[config.mk]
export PLATFORM = sky130hd
export DESIGN_NAME = adc_cal_engine
export DESIGN_NICKNAME = d
export VERILOG_FILES = /design/src/rtl/adc_cal_pkg.sv /design/src/rtl/adc_cal_div.sv /design/src/rtl/adc_cal_unpack.sv /design/src/rtl/adc_cal_coef.sv /design/src/rtl/adc_cal_convert.sv /design/src/rtl/adc_cal_engine.sv
export SDC_FILE = /design/constraint.sdc
export NUM_CORES = 2
export LEC_CHECK = 0
export ABC_CLOCK_PERIOD_IN_PS = 10600
export BUFFER_PORTS_ARGS = -buffer_cell sky130_fd_sc_hd__buf_4
export CAP_MARGIN = 5
export CORE_AREA = 2 2 336 338
export CTS_CLUSTER_DIAMETER = 100
export CTS_CLUSTER_SIZE = 12
export DETAILED_ROUTE_END_ITERATION = 10
export DIE_AREA = 0 0 338 340
export PLACE_DENSITY = 0.85
export SYNTH_ARGS = -nofsm -noshare
export SYNTH_HDL_FRONTEND = slang
export SYNTH_SLANG_ARGS = --single-unit
export TNS_END_PERCENT = 10
[constraint.sdc]
create_clock -name clk -period 10.6 [get_ports clk]
set_input_delay 1.06 -clock clk [delete_from_list [all_inputs] [get_ports clk]]
set_output_delay 1.06 -clock clk [all_outputs]
set_load 0.01 [all_outputs]
[src/rtl/adc_cal_pkg.sv]
`timescale 1ns/1ps
package adc_cal_pkg;
   localparam int NGRP   = 3;
   localparam int NWORD  = 7;
   localparam int CODE_W = 10;
   localparam int SCALE  = 1000;
   localparam int INTERP_SHIFT = 10;

   typedef enum logic [1:0] {
      GRP_VMAIN = 2'd0,
      GRP_TEMP  = 2'd1,
      GRP_VBAT  = 2'd2,
      GRP_NONE  = 2'd3
   } grp_e;

   function automatic int ref_hi_mv(input int g);
      case (g)
         0:       return 19500;
         1:       return 1300;
         default: return 4700;
      endcase
   endfunction

   function automatic int ref_lo_mv(input int g);
      case (g)
         0:       return 315;
         1:       return 21;
         default: return 2380;
      endcase
   endfunction

   function automatic int range_min(input int g);
      return (g == 2) ? 2300 : 0;
   endfunction

   function automatic int range_span(input int g);
      case (g)
         0:       return 20030;
         1:       return 1350;
         default: return 2500;
      endcase
   endfunction
endpackage

[src/rtl/adc_cal_div.sv]
`timescale 1ns/1ps
module adc_cal_div #(
   parameter int DW = 48
) (
   input  logic          clk,
   input  logic          rst_n,
   input  logic          go,
   input  logic [DW-1:0] num,
   input  logic [DW-1:0] den,
   output logic [DW-1:0] quot,
   output logic          fin
);
   localparam int CW = $clog2(DW + 1);

   logic [DW-1:0] q_r, d_r, r_r;
   logic [CW-1:0] cnt;
   logic          run;
   logic [DW:0]   trial, sub_t;

   assign trial = {r_r, q_r[DW-1]};
   assign sub_t = trial - {1'b0, d_r};
   assign quot  = q_r;

   always_ff @(posedge clk or negedge rst_n) begin
      if (!rst_n) begin
         q_r <= '0; d_r <= '0; r_r <= '0; cnt <= '0; run <= 1'b0; fin <= 1'b0;
      end else begin
         fin <= 1'b0;
         if (go && !run) begin
            q_r <= num;
            d_r <= den;
            r_r <= '0;
            cnt <= CW'(DW);
            run <= 1'b1;
         end else if (run) begin
            if (trial >= {1'b0, d_r}) begin
               r_r <= sub_t[DW-1:0];
               q_r <= {q_r[DW-2:0], 1'b1};
            end else begin
               r_r <= trial[DW-1:0];
               q_r <= {q_r[DW-2:0], 1'b0};
            end
            cnt <= cnt - 1'b1;
            if (cnt == CW'(1)) begin
               run <= 1'b0;
               fin <= 1'b1;
            end
         end
      end
   end

   // callers never hand a zero divisor to the divider
   assert_div_den_nonzero_R7: assert property (@(posedge clk) disable iff (!rst_n)
      (go && !run) |-> (den != '0));
   // the remainder left at the end of a division is below the divisor
   assert_div_rem_bound_R5: assert property (@(posedge clk) disable iff (!rst_n)
      fin |-> (r_r < d_r));
endmodule

[src/rtl/adc_cal_unpack.sv]
`timescale 1ns/1ps
module adc_cal_unpack
   import adc_cal_pkg::*;
(
   input  logic [NWORD-1:0][7:0]       words,
   input  logic [NWORD-1:0]            wok,
   output logic [NGRP-1:0][CODE_W-1:0] hi,
   output logic [NGRP-1:0][CODE_W-1:0] lo,
   output logic [NGRP-1:0]             grp_ok
);
   logic unused_bits;
   assign unused_bits = ^{words[0][7:2], words[1][7:6], words[6][1:0]};

   // main voltage
   assign hi[0] = {words[0][1:0], words[1][5:0], words[2][7:6]};
   assign lo[0] = CODE_W'(words[2][5:1]);
   // temperature
   assign hi[1] = {words[2][0], words[3], words[4][7]};
   assign lo[1] = CODE_W'(words[4][6:2]);
   // battery voltage
   assign hi[2] = {words[4][1:0], words[5]};
   assign lo[2] = CODE_W'(words[6][7:2]);

   // each group needs three consecutive words, neighbours share one
   genvar g;
   generate
      for (g = 0; g < NGRP; g++) begin : g_ok
         assign grp_ok[g] = &wok[2*g +: 3];
      end
   endgenerate
endmodule

[src/rtl/adc_cal_coef.sv]
`timescale 1ns/1ps
module adc_cal_coef
   import adc_cal_pkg::*;
#(
   parameter int ACC_W = 48
) (
   input  logic                       clk,
   input  logic                       rst_n,
   input  logic                       start,
   input  logic [NGRP-1:0][CODE_W-1:0] hi,
   input  logic [NGRP-1:0][CODE_W-1:0] lo,
   input  logic [NGRP-1:0]            grp_ok,
   output logic                       busy,
   output logic                       done,
   output logic [NGRP-1:0][ACC_W-1:0] gain,
   output logic [NGRP-1:0][ACC_W-1:0] offs
);
   typedef enum logic [1:0] {C_IDLE, C_SETUP, C_WAIT} cst_e;

   cst_e                     st;
   logic [1:0]               g;
   logic                     neg;
   logic signed [CODE_W:0]   dcode;
   logic [ACC_W-1:0]         dmag, dnum, quot;
   logic signed [ACC_W-1:0]  gq, vh_s, off_n;
   logic                     div_go, div_fin;

   assign dcode  = $signed({1'b0, hi[g]}) - $signed({1'b0, lo[g]});
   assign dmag   = dcode[CODE_W] ? ACC_W'(-dcode) : ACC_W'(dcode);
   assign dnum   = ACC_W'(longint'(SCALE) * (ref_hi_mv(int'(g)) - ref_lo_mv(int'(g))));
   assign vh_s   = ACC_W'(longint'(SCALE) * ref_hi_mv(int'(g)));
   assign gq     = neg ? -$signed(quot) : $signed(quot);
   assign off_n  = vh_s - gq * $signed({{(ACC_W-CODE_W){1'b0}}, hi[g]});
   assign div_go = (st == C_SETUP) && grp_ok[g] && (dcode != '0);
   assign busy   = (st != C_IDLE);

   adc_cal_div #(.DW(ACC_W)) i_div (
      .clk(clk), .rst_n(rst_n), .go(div_go), .num(dnum), .den(dmag),
      .quot(quot), .fin(div_fin));

   always_ff @(posedge clk or negedge rst_n) begin
      if (!rst_n) begin
         st <= C_IDLE; g <= '0; neg <= 1'b0; done <= 1'b0;
         gain <= '0; offs <= '0;
      end else begin
         done <= 1'b0;
         case (st)
            C_IDLE: if (start) begin
               g  <= '0;
               st <= C_SETUP;
            end
            C_SETUP: begin
               if (div_go) begin
                  neg <= dcode[CODE_W];
                  st  <= C_WAIT;
               end else begin
                  gain[g] <= '0;
                  offs[g] <= '0;
                  if (g == 2'(NGRP-1)) begin done <= 1'b1; st <= C_IDLE; end
                  else g <= g + 1'b1;
               end
            end
            C_WAIT: if (div_fin) begin
               gain[g] <= gq;
               offs[g] <= off_n;
               if (g == 2'(NGRP-1)) begin done <= 1'b1; st <= C_IDLE; end
               else begin g <= g + 1'b1; st <= C_SETUP; end
            end
            default: st <= C_IDLE;
         endcase
      end
   end

   // done never lasts more than one cycle
   assert_done_pulse_R10: assert property (@(posedge clk) disable iff (!rst_n)
      done |=> !done);
endmodule

[src/rtl/adc_cal_convert.sv]
`timescale 1ns/1ps
module adc_cal_convert
   import adc_cal_pkg::*;
#(
   parameter int ACC_W = 48,
   parameter int RES_W = 32
) (
   input  logic                        clk,
   input  logic                        rst_n,
   input  logic                        req,
   input  logic [1:0]                  grp,
   input  logic [CODE_W-1:0]           raw,
   input  logic [NGRP-1:0][ACC_W-1:0]  gain,
   input  logic [NGRP-1:0][ACC_W-1:0]  offs,
   output logic                        ack,
   output logic signed [RES_W-1:0]     result
);
   typedef enum logic {V_IDLE, V_DIV} vst_e;

   vst_e                    st;
   logic [1:0]              gs;
   logic                    neg, div_go, div_fin, uncal;
   logic signed [ACC_W-1:0] acc;
   logic [ACC_W-1:0]        amag, quot;
   int                      interp;

   assign gs     = (grp == GRP_NONE) ? 2'd0 : grp;
   assign uncal  = (gain[gs] == '0);
   assign acc    = $signed({{(ACC_W-CODE_W){1'b0}}, raw}) * $signed(gain[gs]) + $signed(offs[gs]);
   assign amag   = acc[ACC_W-1] ? ACC_W'(-acc) : ACC_W'(acc);
   assign interp = range_min(int'(gs)) + ((range_span(int'(gs)) * int'(raw)) >>> INTERP_SHIFT);
   assign div_go = (st == V_IDLE) && req && (grp != GRP_NONE) && !uncal;

   adc_cal_div #(.DW(ACC_W)) i_div (
      .clk(clk), .rst_n(rst_n), .go(div_go), .num(amag), .den(ACC_W'(SCALE)),
      .quot(quot), .fin(div_fin));

   always_ff @(posedge clk or negedge rst_n) begin
      if (!rst_n) begin
         st <= V_IDLE; neg <= 1'b0; ack <= 1'b0; result <= '0;
      end else begin
         ack <= 1'b0;
         case (st)
            V_IDLE: if (req) begin
               if (grp == GRP_NONE) begin
                  result <= '0;
                  ack    <= 1'b1;
               end else if (uncal) begin
                  result <= RES_W'(interp);
                  ack    <= 1'b1;
               end else begin
                  neg <= acc[ACC_W-1];
                  st  <= V_DIV;
               end
            end
            V_DIV: if (div_fin) begin
               result <= neg ? RES_W'(-$signed(quot)) : RES_W'(quot);
               ack    <= 1'b1;
               st     <= V_IDLE;
            end
            default: st <= V_IDLE;
         endcase
      end
   end

   // the interpolation path answers in the next cycle
   assert_fast_ack_R9: assert property (@(posedge clk) disable iff (!rst_n)
      (st == V_IDLE && req && grp != GRP_NONE && uncal) |=> ack);
   // each answer is a single-cycle pulse
   assert_ack_pulse_R8: assert property (@(posedge clk) disable iff (!rst_n)
      ack |=> !ack);
endmodule

[src/rtl/adc_cal_engine.sv]
`timescale 1ns/1ps
module adc_cal_engine
   import adc_cal_pkg::*;
#(
   parameter int ACC_W = 48,
   parameter int RES_W = 32
) (
   input  logic                    clk,
   input  logic                    rst_n,
   input  logic                    ld_en,
   input  logic [2:0]              ld_idx,
   input  logic [7:0]              ld_data,
   input  logic                    ld_ok,
   input  logic                    start,
   output logic                    busy,
   output logic                    done,
   input  logic                    cv_req,
   input  logic [1:0]              cv_grp,
   input  logic [9:0]              cv_raw,
   output logic                    cv_ack,
   output logic signed [RES_W-1:0] cv_result
);
   generate
      if (ACC_W < 40) begin : g_acc_chk
         $error("ACC_W must be at least 40");
      end
      if (RES_W < 16) begin : g_res_chk
         $error("RES_W must be at least 16");
      end
   endgenerate

   logic [NWORD-1:0][7:0]       words;
   logic [NWORD-1:0]            wok;
   logic [NGRP-1:0][CODE_W-1:0] hi, lo;
   logic [NGRP-1:0]             grp_ok;
   logic [NGRP-1:0][ACC_W-1:0]  gain, offs;

   // trim store frozen while coefficients are being computed
   always_ff @(posedge clk or negedge rst_n) begin
      if (!rst_n) begin
         words <= '0;
         wok   <= '0;
      end else if (ld_en && !busy && (ld_idx < 3'(NWORD))) begin
         words[ld_idx] <= ld_data;
         wok[ld_idx]   <= ld_ok;
      end
   end

   adc_cal_unpack i_unpack (
      .words(words), .wok(wok), .hi(hi), .lo(lo), .grp_ok(grp_ok));

   adc_cal_coef #(.ACC_W(ACC_W)) i_coef (
      .clk(clk), .rst_n(rst_n), .start(start), .hi(hi), .lo(lo), .grp_ok(grp_ok),
      .busy(busy), .done(done), .gain(gain), .offs(offs));

   adc_cal_convert #(.ACC_W(ACC_W), .RES_W(RES_W)) i_conv (
      .clk(clk), .rst_n(rst_n), .req(cv_req), .grp(cv_grp), .raw(cv_raw),
      .gain(gain), .offs(offs), .ack(cv_ack), .result(cv_result));

   genvar gi;
   generate
      for (gi = 0; gi < NGRP; gi++) begin : g_chk
         // a group missing a trim word ends the run uncalibrated
         assert_fallback_gain_R6: assert property (@(posedge clk) disable iff (!rst_n)
            (done && !grp_ok[gi]) |-> (gain[gi] == '0));
      end
   endgenerate
endmodule

; ---- Yosys cells after proc, flatten, opt, wreduce, memory -nomap -nowiden
; Index checks and enable logic that the tools add are counted.
[word_totals]
word_cells = 211
inputBits = 29
regBits = 649
output_inout_bits = 35
[op_classes]
add_sub_neg = 14
n_eq_ne = 17
reduce_logical = 34
magnitude_cmp = 8
n_bitwise = 6
multipliers = 5
muxes = 93
[ops]
columns = op, n
row1 = 48-bit two-way mux, 16
row2 = 144-bit two-way mux, 4
row3 = 144-bit one-hot mux with 2 select lines, 2
row4 = 144-bit bitwise AND, 2
row5 = 144-bit bitwise mux, 2
row6 = 48-bit binary-select mux with 2-bit select, 2
row7 = 32-bit two-way mux, 5
row8 = 144-bit inverter, 1
row9 = 48-bit demux with 2-bit select, 1
row10 = 48-bit negator, 2
row11 = 48-bit subtractor, 2
row12 = "8-bit by 64-bit multiplier with 45-bit output, first input constant", 1
row13 = 32-bit one-hot mux with 2 select lines, 1
row14 = 15-bit one-hot mux with 2 select lines, 2
row15 = 56-bit bitwise mux, 1
row16 = 49-bit by 10-bit >= comparator with 1-bit output, 1
row17 = 49-bit by 48-bit >= comparator with 1-bit output, 1
row18 = 48-bit adder, 1
row19 = 48-bit logical NOT, 1
row20 = 11-bit by 48-bit multiplier with 48-bit output, 1
row21 = 48-bit by 11-bit multiplier with 48-bit output, 1
row22 = 11-bit negator with 48-bit output, 1
row23 = 48-bit by 10-bit subtractor with 48-bit output, 1
row24 = 10-bit binary-select mux with 2-bit select, 2
row25 = other kinds (42), 123

; ---- Logic depth before layout (Yosys ltp)
[logic_depth]
ltp_word = 10
mapped_depth = 37

; ---- Cells and area by module
; From an unflattened synthesis, not the netlist that was laid out.
[hier_totals]
cells_unflattened = 8627
area_unflattened_um2 = 73862.1
[modules_own_cells]
columns = mod, cells_per_inst, seq_area_each_um2, area_each_um2, instances
row1 = adc_cal_coef, 3324, 7357.1, 28386.0, 1
row2 = adc_cal_convert, 2995, 875.8, 23959.2, 1
row3 = adc_cal_div, 1052, 3803.6, 9308.9, 2
row4 = adc_cal_engine, 140, 1576.5, 2426.1, 1
row5 = adc_cal_unpack, 64, 0.0, 473.0, 1

; ---- Worst setup path before layout
; No wires, ideal clock.
[synth_path]
path_kind = input to register
startpoint = input port cv_grp[0]
endpoint = register i_conv.i_div.q_r[46] (netlist: i_conv.i_div.quot[46])
n_path_buf = 5
stages = 32
setup_ns = 0.137
required_ns = 10.463
t_arrival_ns = 8.876
setup_slack_ns = 1.587
cell_sequence = inv_1 ha_1 buf_2 buf_2 buf_1 mux2i_1 o21ai_0 clkbuf_1 and2_1 fa_1 inv_1 fa_1 inv_1 fa_1 fa_1 inv_1 fa_1 inv_1 ha_1 buf_4 a2111oi_2 o21ai_2 a21o_1 a32oi_2 o2111ai_1 a21o_1 a2111oi_1 nand4_1 or3_1 o31ai_1 xnor2_1 o221ai_2
[synth_between]
elab_chain_len = 9
elab_cells_between_ends = 18
cone_classes = 2 x add/sub / 1 x mul / 2 x eq/ne / 7 x mux / 6 x reduce/logical
[synth_lines]
columns = item, line_no
row1 = from (decl), adc_cal_engine.sv:18  ; input logic [1:0] cv_grp,
row2 = 2-bit equality test, adc_cal_convert.sv:27  ; assign gs = (grp == GRP_NONE) ? 2'd0 : grp;
row3 = 2-bit two-way mux, adc_cal_convert.sv:27
row4 = 48-bit binary-select mux with 2-bit select, "adc_cal_convert.sv:28, adc_cal_convert.sv:29"
row5 = 48-bit two-way mux (implied by the code), "adc_cal_convert.sv:28, adc_cal_convert.sv:29"
row6 = 11-bit by 48-bit multiplier with 48-bit output or 48-bit logical NOT (tied branches), "adc_cal_convert.sv:29, adc_cal_convert.sv:28"
row7 = 48-bit adder or 1-bit logical NOT (tied branches), "adc_cal_convert.sv:29, adc_cal_convert.sv:32"
row8 = 48-bit negator or 1-bit logical AND (tied branches), "adc_cal_convert.sv:30, adc_cal_convert.sv:32"
row9 = 48-bit two-way mux or 1-bit logical AND (tied branches), "adc_cal_convert.sv:30, adc_cal_div.sv:29"
row10 = 48-bit two-way mux or 2-bit nonzero test (tied branches), -
row11 = to (signal assigned), adc_cal_div.sv:30  ; q_r <= num;
row12 = to (signal assigned), adc_cal_div.sv:38  ; q_r <= {q_r[DW-2:0], 1'b1};
row13 = to (signal assigned), adc_cal_div.sv:41  ; q_r <= {q_r[DW-2:0], 1'b0};
row14 = to (decl), adc_cal_div.sv:15  ; logic [DW-1:0] q_r, d_r, r_r;
; Several ways; a longest one is shown, not always the timed one. The select of a mux whose other input is x is not followed.
; A chain may end at the register's enable or synchronous reset.

; ---- Worst setup path in the final report
[layout_path]
startpoint = register i_coef.i_div.q_r[0] (netlist: i_coef.i_div.quot[0])
endpoint = register i_coef.offs[140] (netlist name)
[layout_between]
elab_chain_len = 7
[layout_lines]
columns = item, line_no
row1 = from (decl), adc_cal_div.sv:15
row2 = from (signal assigned), adc_cal_div.sv:30
row3 = from (signal assigned), adc_cal_div.sv:38
row4 = from (signal assigned), adc_cal_div.sv:41
row5 = 48-bit negator, adc_cal_coef.sv:32  ; assign gq = neg ? -$signed(quot) : $signed(quot);
row6 = 48-bit two-way mux (*), adc_cal_coef.sv:32
row7 = 48-bit by 11-bit multiplier with 48-bit output (*), adc_cal_coef.sv:33  ; assign off_n = vh_s - gq * $signed({{(ACC_W-CODE_W){1'b0}}, hi[g]});
row8 = 48-bit subtractor (*), adc_cal_coef.sv:33
row9 = 144-bit bitwise mux (*), adc_cal_coef.sv:65  ; offs[g] <= off_n;
row10 = 144-bit two-way mux (*), adc_cal_coef.sv:63  ; C_WAIT: if (div_fin) begin
row11 = 144-bit one-hot mux with 2 select lines (*), adc_cal_coef.sv:47  ; case (st)
row12 = "to (signal, indexed assignment)", adc_cal_coef.sv:65
row13 = to (decl), adc_cal_coef.sv:16  ; output logic [NGRP-1:0][ACC_W-1:0] offs
; Every way passes the cells marked *; elsewhere a longest branch is shown, timed or not. The select of a mux whose other input is x is not followed.

==> flow_metrics.env <==
export IMPL_first_pass_iters=5
export IMPL_layout_commonest_cell="nand2_1"
export IMPL_ff2ff_setup_slack_ps=850
export IMPL_syn_avg_cell_area_um2=8.78
export IMPL_chipHeight_um=340
export IMPL_rows=123
export IMPL_final_max_slew_viol_count=2
export IMPL_cts_buffers=60
export IMPL_wl_met3_um=12500
export IMPL_area_growth_syn_to_layout_pct=5.18
export IMPL_drive_gt1_frac=0.0488
export IMPL_die_w_um=338
export IMPL_yosys_most_used_dff="dfrtp_1"
export IMPL_clock_sinks=622
export IMPL_met1_length_um=66000
export IMPL_postCtsResizedCells=0
export IMPL_hpwl_um=127000
export IMPL_min_period_over_period=0.920
export IMPL_synth_fp_nets=8766
export IMPL_dpl_cell_area_um2=68100
export IMPL_rsz0062_at_grt="false"
export IMPL_gp_congestion=0.985
export IMPL_hold_buffers=0
export IMPL_slew_headroom=-0.0883
export IMPL_cts_clk_slew_worst_paths_ps=60
export IMPL_cp_end_kind="flip-flop"
export IMPL_grt_pass1_wl_um=278000
export IMPL_skew_ps=50.1
export IMPL_first_global_vias=55500
export IMPL_crit_top_cell="fa_1"
export IMPL_ys_seq_area_frac=0.235
export IMPL_syn_inst=7547
export IMPL_ctsLongestPathBuffers=3
export IMPL_fin_area_um2=69700
export IMPL_grt_max_degree=181
export IMPL_routed_wl_met2_um=80000
export IMPL_antenna_found_initial=0
export IMPL_status="finished with violations"
export IMPL_cp_top_family="adder cells"
export IMPL_critPathArrivalTime_ps=10320
export IMPL_grt_overflow_total=0
export IMPL_drt_iter0_drc=4110
export IMPL_whs_ps=346
export IMPL_tritoncts="built"
export IMPL_final_cell_mix="nand2_1, inv_1, fa_1"
export IMPL_hp_class="in -> async"
export IMPL_initial_core_util=0.594
export IMPL_nets=8585
export IMPL_synthArstFlopShare=1.00
export IMPL_criticalPathCategory="reg -> reg"
export IMPL_die_area_um2=115000
export IMPL_cts_setup_buffers=0
export IMPL_n_fill_cell=8828
export IMPL_viasPerCell=5.99
export IMPL_cp_max_fo=10
export IMPL_postRouteAntennaNets=0
export IMPL_diodes=0
export IMPL_synth_edff_count=0
export IMPL_min_period_ps=9750
export IMPL_drt_wirelength_per_cell_um=18.9
export IMPL_synth_area_um2=66300
export IMPL_vias=53200
export IMPL_drc_errors=0
export IMPL_finalSetupTns_ps=0
export IMPL_h_tree_depth=2
export IMPL_synth_seq_cells=622
export IMPL_cp_required_ps=11170
export IMPL_critPathLaunchType="flip-flop"
export IMPL_violations="capacitance limit, slew limit"
export IMPL_crit_buf_inv=3
export IMPL_ioPinCount=64
export IMPL_routed_wl_um=167000
export IMPL_topRoutingLayerUsed="met4"
export IMPL_clock_fmax_mhz=103
export IMPL_finalSetupViolations=0
export IMPL_core_area_um2=112000
export IMPL_slowest_delay_ps=970
export IMPL_clk_latency_ps=680
export IMPL_root_buffer="clkbuf_16"
export IMPL_grt_util_all_layers=0.297
export IMPL_yosys_warnings=0
export IMPL_synth_cell_types=98
export IMPL_cp_slowest_cell="nor3_1"
export IMPL_worstMarginPinSlew_ps=1620
export IMPL_drv_cap=1
export IMPL_io_buffers=63
export IMPL_hold_viol=0
==> cells by family after synthesis <==
logic type | share of synthesized area
AOI/OAI and AO/OA | 0.132
and+or+nand+nor | 0.158
buffers and inverters | 0.0769
muxes | 0.0337
adders and majority gates | 0.315
other | 0.0000566
xor gates and xnor gates | 0.0496
DFF | 0.235
==> Yosys cell counts, types with 33 or more instances <==
master       n  area (um^2)
o31ai_1     44          330
and2_1     144          901
a22o_1      97          850
mux2_2      64          721
nand4_1     40          250
clkbuf_1   364         1370
mux2i_1    151         1510
o21ai_1     33          165
nor3_1      62          310
o21ai_0    561         2810
nand3_1     79          395
nand2_1   1342         5040
fa_1       798        16000
ha_1       392         4900
nor4_1      38          238
xnor2_1    228         2000
inv_1      946         3550
dfrtp_1    622        15600
nor2b_1     52          325
or3_1       36          225
nand2b_1    51          319
a21o_1      89          668
xor2_1     143         1250
a21oi_1    280         1400
nor2_1     442         1660
==> per-stage QoR <==
step / util / setup WS, ps / instances
floorplan: - / 1590 / 7547
global placement: 0.610 / 877 / 8803
detailed placement: 0.610 / 598 / 8803
CTS: 0.625 / 1170 / 8876
global route: 0.625 / 449 / 8877
finish: 0.625 / 851 / 8877
==> cell type report <==
cell class,count,area [um^2],area share
multi-input cells,5573,45800,0.657
flip-flops and latches,622,15600,0.223
inverters,946,3550,0.0509
well taps,1500,1880,0.0269
clock buffers,65,1540,0.0221
repair buffers,163,1300,0.0186
clock inverters,8,88.8,0.00127
==> worst register-to-register path, stage by stage (launching register included) <==
cell and delay (ps):
dfrtp_1 550, inv_1 300, ha_1 210, nand2b_1 120, nor3_1 970, nand2_1 330, o31ai_1 450, xnor2_1 410
nand2_1 200, fa_1 540, fa_1 530, fa_1 530, inv_1 50, fa_1 470, inv_1 60, fa_1 460
ha_1 390, nand2_1 130, a21oi_1 180, o211ai_1 150, a211oi_1 290, nand2b_1 180, a31oi_1 130, o41ai_1 620
a311oi_1 360, o31ai_1 390, xor2_1 430, a22o_1 190
==> state kept, by name, indices dropped and copies added, names as in the netlist, 31 cells and up <==
signal and flops:
i_coef.gain 144, i_coef.i_div.d_r 31, i_coef.i_div.quot 48, i_coef.i_div.r_r 48
i_coef.offs 144, i_conv.i_div.quot 48, i_conv.i_div.r_r 48, i_conv.result 32
words 46
==> layer usage <==
| metal | global-route usage | vias to the layer above |
|---|---|---|
| li1 | - | 24100 |
| met1 | 0.379 | 26300 |
| met2 | 0.496 | 2314 |
| met3 | 0.0470 | 510 |
| met4 | 0.140 | 0 |
| met5 | 0 | - |
==> path summary, 6_finish.rpt <==
kind	from	end	cells past startpoint
min in group clk	i_conv.i_div.cnt[5]	i_conv.i_div.cnt[5]	1
hold reg to reg	i_conv.i_div.cnt[5]	i_conv.i_div.cnt[5]	1
hold / removal	rst_n	i_conv.result[10]	1
setup reg to reg	i_coef.i_div.quot[0]	i_coef.offs[140]	27
max in group asynchronous	rst_n	i_coef.i_div.run	3
setup / recovery	i_coef.i_div.quot[0]	i_coef.offs[140]	27
Power is not shown: default switching activity piles up to over one toggle a cycle in this logic, so the estimate is an artifact.
